`src/rtl/dbgcc_pkg.sv`:
```
package dbgcc_pkg;
  localparam int STAT_W      = 32;
  localparam int DATA_W      = 32;
  localparam int BIT_RXFULL  = 30;
  localparam int BIT_TXFULL  = 29;
  localparam int BIT_RETIRED = 25;
  localparam int CTL_CLR_BIT = 3;
  localparam int NUM_LIVE    = 3;
endpackage

```
`src/rtl/dbgcc_mailbox.sv`:
```
// One-word mailbox: the filling side sets the flag, the draining side clears
// it, and a fill in the same cycle as a drain wins.
module dbgcc_mailbox #(
  parameter int W = 32
) (
  input  logic         clk,
  input  logic         rst_n,
  input  logic         fill,
  input  logic [W-1:0] fill_data,
  input  logic         drain,
  output logic [W-1:0] word,
  output logic         full
);
  logic [W-1:0] word_q;
  logic         full_q;

  always_ff @(posedge clk) begin
    if (!rst_n) begin
      full_q <= 1'b0;
      word_q <= '0;
    end else begin
      full_q <= fill | (full_q & ~drain);
      if (fill) word_q <= fill_data;
    end
  end

  assign word = word_q;
  assign full = full_q;
endmodule

```
`src/rtl/dbgcc_sticky.sv`:
```
// Sticky event bit: set beats clear when both arrive together.
module dbgcc_sticky (
  input  logic clk,
  input  logic rst_n,
  input  logic set_evt,
  input  logic clr_req,
  output logic flag
);
  logic flag_q;

  always_ff @(posedge clk) begin
    if (!rst_n) flag_q <= 1'b0;
    else        flag_q <= set_evt | (flag_q & ~clr_req);
  end

  assign flag = flag_q;
endmodule

```
`src/rtl/dbgcc_status.sv`:
```
// Places the live flags at their fixed positions; every other bit is zero.
module dbgcc_status
  import dbgcc_pkg::*;
(
  input  logic              rx_full,
  input  logic              tx_full,
  input  logic              retired,
  output logic [STAT_W-1:0] stat
);
  localparam int POS [NUM_LIVE] = '{BIT_RXFULL, BIT_TXFULL, BIT_RETIRED};
  logic [NUM_LIVE-1:0] live;

  assign live = {retired, tx_full, rx_full};

  for (genvar b = 0; b < STAT_W; b++) begin : g_bit
    logic hit;
    always_comb begin
      hit = 1'b0;
      for (int k = 0; k < NUM_LIVE; k++)
        if (POS[k] == b) hit = live[k];
    end
    assign stat[b] = hit;
  end
endmodule

```
`src/rtl/dbgcc_top.sv`:
```
module dbgcc_top
  import dbgcc_pkg::*;
(
  input  logic              clk,
  input  logic              rst_n,
  input  logic              host_rx_wr,
  input  logic [DATA_W-1:0] host_rx_wdata,
  input  logic              core_rx_rd,
  output logic [DATA_W-1:0] core_rx_data,
  input  logic              core_tx_wr,
  input  logic [DATA_W-1:0] core_tx_wdata,
  input  logic              host_tx_rd,
  output logic [DATA_W-1:0] host_tx_data,
  input  logic              host_ctl_wr,
  input  logic [31:0]       host_ctl_data,
  input  logic              core_retire,
  output logic [STAT_W-1:0] stat_word
);
  logic rx_full, tx_full, retired, clr_pulse;
  logic unused_ctl;

  // Only the clear bit of the run-control word acts; it is never stored.
  assign clr_pulse  = host_ctl_wr & host_ctl_data[CTL_CLR_BIT];
  assign unused_ctl = ^{host_ctl_data[31:CTL_CLR_BIT+1], host_ctl_data[CTL_CLR_BIT-1:0]};

  dbgcc_mailbox #(.W(DATA_W)) u_rx (
    .clk(clk), .rst_n(rst_n),
    .fill(host_rx_wr), .fill_data(host_rx_wdata), .drain(core_rx_rd),
    .word(core_rx_data), .full(rx_full)
  );

  dbgcc_mailbox #(.W(DATA_W)) u_tx (
    .clk(clk), .rst_n(rst_n),
    .fill(core_tx_wr), .fill_data(core_tx_wdata), .drain(host_tx_rd),
    .word(host_tx_data), .full(tx_full)
  );

  dbgcc_sticky u_ret (
    .clk(clk), .rst_n(rst_n),
    .set_evt(core_retire), .clr_req(clr_pulse), .flag(retired)
  );

  dbgcc_status u_stat (
    .rx_full(rx_full), .tx_full(tx_full), .retired(retired), .stat(stat_word)
  );
endmodule

```
`config.mk`:
```
export PLATFORM = sky130hd
export DESIGN_NAME = dbgcc_top
export DESIGN_NICKNAME = d
export VERILOG_FILES = /design/src/rtl/dbgcc_pkg.sv /design/src/rtl/dbgcc_mailbox.sv /design/src/rtl/dbgcc_sticky.sv /design/src/rtl/dbgcc_status.sv /design/src/rtl/dbgcc_top.sv
export SDC_FILE = /design/constraint.sdc
export NUM_CORES = 1
export LEC_CHECK = 0
export BUFFER_PORTS_ARGS = -buffer_cell sky130_fd_sc_hd__buf_4
export CORE_MARGIN = 2
export CORE_UTILIZATION = 41
export DETAILED_ROUTE_END_ITERATION = 16
export PLACE_DENSITY = 0.77
export SYNTH_ARGS = -nofsm -noshare
export SYNTH_HDL_FRONTEND = slang
export SYNTH_SLANG_ARGS = --single-unit
export TNS_END_PERCENT = 1
```
`constraint.sdc`:
```
create_clock -name clk -period 1.07 [get_ports clk]
set_clock_uncertainty 0.2 [all_clocks]
set_input_delay 0.107 -clock clk [delete_from_list [all_inputs] [get_ports clk]]
set_output_delay 0.107 -clock clk [all_outputs]
set_load 0.1 [all_outputs]
```
==> impl_metrics.env <==
export IMPL_critPathTopFamily="flip-flops"
export IMPL_crit_arrival_ns=0.91
export IMPL_p_total_mw=8.107
export IMPL_grt_start_max_net_pins=28
export IMPL_cts_tree="yes"
export IMPL_drt_pass1_iter_count=4
export IMPL_dp_cells=456
export IMPL_yosysMostFrequentCell="dfxtp_1"
export IMPL_layout_setup_ws_ns=-0.1471
export IMPL_status="finished, violations left"
export IMPL_route_vias_total=2512
export IMPL_initial_utilization_pct=42.07
export IMPL_root_buffer="clkbuf_8"
export IMPL_worstSkewPairLatency_ns=0.35
export IMPL_rows=30
export IMPL_hold_class="input pin to register"
export IMPL_postCtsSetupBuffers=0
export IMPL_dpl_cell_area_um2=3799
export IMPL_leakage_nw=2.541
export IMPL_io_pin_count=200
export IMPL_fin_cells=541
export IMPL_peakVddDrop_uv=804.6
export IMPL_ys_ff_latch=67
export IMPL_synthTopCellsByArea="dfxtp_1 (47%), mux2i_1 (23%), nor2b_1 (15%), buf_4 (8.5%), buf_12 (4.2%)"
export IMPL_powerDensity_nw_per_um2=1436
export IMPL_cpMaxStageDelayCell="dfxtp_4"
export IMPL_critPathBufInv=1
export IMPL_gp_congestion=0.6941
export IMPL_area_growth_pct=98.59
export IMPL_dp_slack_ns=0.04528
export IMPL_port_buffers=139
export IMPL_n_fill_cell=320
export IMPL_final_cell_area_um2=5645
export IMPL_ys_seq_area_share_pct=47.18
export IMPL_grt_usage_pct=26.80
export IMPL_maxSlewViolCount=0
export IMPL_cts_clk_slew_worst_paths_ns=0.09
export IMPL_n_antenna_cell=0
export IMPL_grt_pass1_vias=2763
export IMPL_grt_ovfl_total=0
export IMPL_synth_cell_types=13
export IMPL_async_flop_share_pct=0
export IMPL_synth_warnings=0
export IMPL_utilization_pct=83.56
export IMPL_nNetsFinal=560
export IMPL_dieArea_um2=7615
export IMPL_cpPeakStageDelay_ns=0.38
export IMPL_critPathMaxFanout=2
export IMPL_path_cells="buf_12"
export IMPL_post_route_period_util_pct=113.7
export IMPL_worstSetupPathType="register to output pin"
export IMPL_antenna_found_initial=0
export IMPL_synth_area_leader_cell="dfxtp_1"
export IMPL_grt_pass1_wl_um=15210
export IMPL_clock_sinks=67
export IMPL_violations="hold timing, setup timing"
export IMPL_cp_required_ns=0.76
export IMPL_synth_edf_count=0
export IMPL_core_um2=6756
export IMPL_endpoint_kind="output pin"
export IMPL_drt_iter0_markers=85
export IMPL_dp_hpwl_um=4378
export IMPL_drc_errors=0
export IMPL_clock_path_buffers=2
export IMPL_whs_ns=-0.07270
export IMPL_viasPerCell=4.643
export IMPL_syn_area_per_cell_um2=11.37
export IMPL_synth_area_um2=2843
export IMPL_ys_flop_type="dfxtp_1"
export IMPL_drv_cap=0
export IMPL_wl_per_cell_um=19.39
export IMPL_fin_setup_tns_ns=-8.257
export IMPL_die_x_um=87.27
export IMPL_drive_gt1_share_pct=49.89
export IMPL_grt_setup_unrepaired="true"
export IMPL_holdBufCountCts=69
export IMPL_setup_viol=75
export IMPL_htreeDepth=3
export IMPL_synth_common_cells="dfxtp_1 (67), nor2b_1 (66), mux2i_1 (64)"
export IMPL_min_period_ns=1.217
export IMPL_routed_wl_um=10490
export IMPL_synthCells=250
export IMPL_yosys_area_top_type_share_pct=47.18
export IMPL_drtAntennaViolNets=0
export IMPL_dieHeight_um=87.27
export IMPL_cts_made_buffers=9
export IMPL_max_freq_mhz=821.7
export IMPL_finalHoldViolCount=16
export IMPL_crit_path_start_kind="register"
## per-layer routing
metal	share of wire [%]	vias to the layer above	track usage [%]
met5	0	-	0
met4	3.3	0	11.47
met3	7.7	28	7.773
met2	53	146	49.10
met1	36	1174	28.26
li1	-	1164	-
## registers in the layout, summed over array words and instances, names as in the netlist
| signal | count |
|---|---|
| u_rx.word | 32 |
| u_tx.word | 32 |
| u_ret.flag | 1 |
| u_rx.full | 1 |
| u_tx.full | 1 |
## timing repair
item | in CTS | in global routing
setup endpoints to repair | 67 | 71
resized for setup | 267 | 12
endpoints found under the hold margin | 67 | 16
## layout make-up
class                           instances  area (um^2)  area share [%]
Inverter                                1        3.754         0.06649
Sequential cell                        67         1450           25.69
Tap cell                               80        100.1           1.773
Multi-Input combinational cell        163         1196           21.19
Clock inverter                          6        65.06           1.152
Clock buffer                           10        137.6           2.438
Timing Repair Buffer                  214         2693           47.70
## cell families (layout without fill, tap and decap cells)
| family | Yosys count | in the layout | synth area share [%] |
|---|---|---|---|
| DFF | 67 | 67 | 47.18 |
| and+or+nand+nor | 66 | 66 | 14.52 |
| muxes | 64 | 64 | 22.54 |
| buffers and inverters | 48 | 231 | 14.70 |
| AOI/OAI and AO/OA | 4 | 4 | 0.9241 |
| other | 1 | 29 | 0.1319 |
## power breakdown
group          internal (mW)  switching, mW  leakage [nW]
Combinational           1.11           1.94          1.86
Sequential              2.66          0.179         0.580
Clock                   1.14           1.07         0.102
Total                   4.92           3.19          2.54
## cells in the final DEF, fill, tap and decap left out, drive strengths merged
cell	instances
clkbuf	10
clkinvlp	1
o21a	2
mux2i	64
dlygate4sd3	69
bufinv	1
a31oi	1
nor2b	66
buf	145
conb	29
o21ai	1
clkinv	4
dfxtp	67
inv	1
## worst paths after layout
check                     start                to  slack [ns]  cells past startpoint
setup / recovery  u_rx.word[21]  core_rx_data[21]       -0.15                      1
hold / removal            rst_n     u_rx.word[27]       -0.07                      2
setup reg to reg   u_rx.word[8]      u_rx.word[8]        0.04                      2
hold reg to reg   u_tx.word[11]     u_tx.word[11]        0.34                      2
No activity file was read; power rests on OpenSTA's default activity.
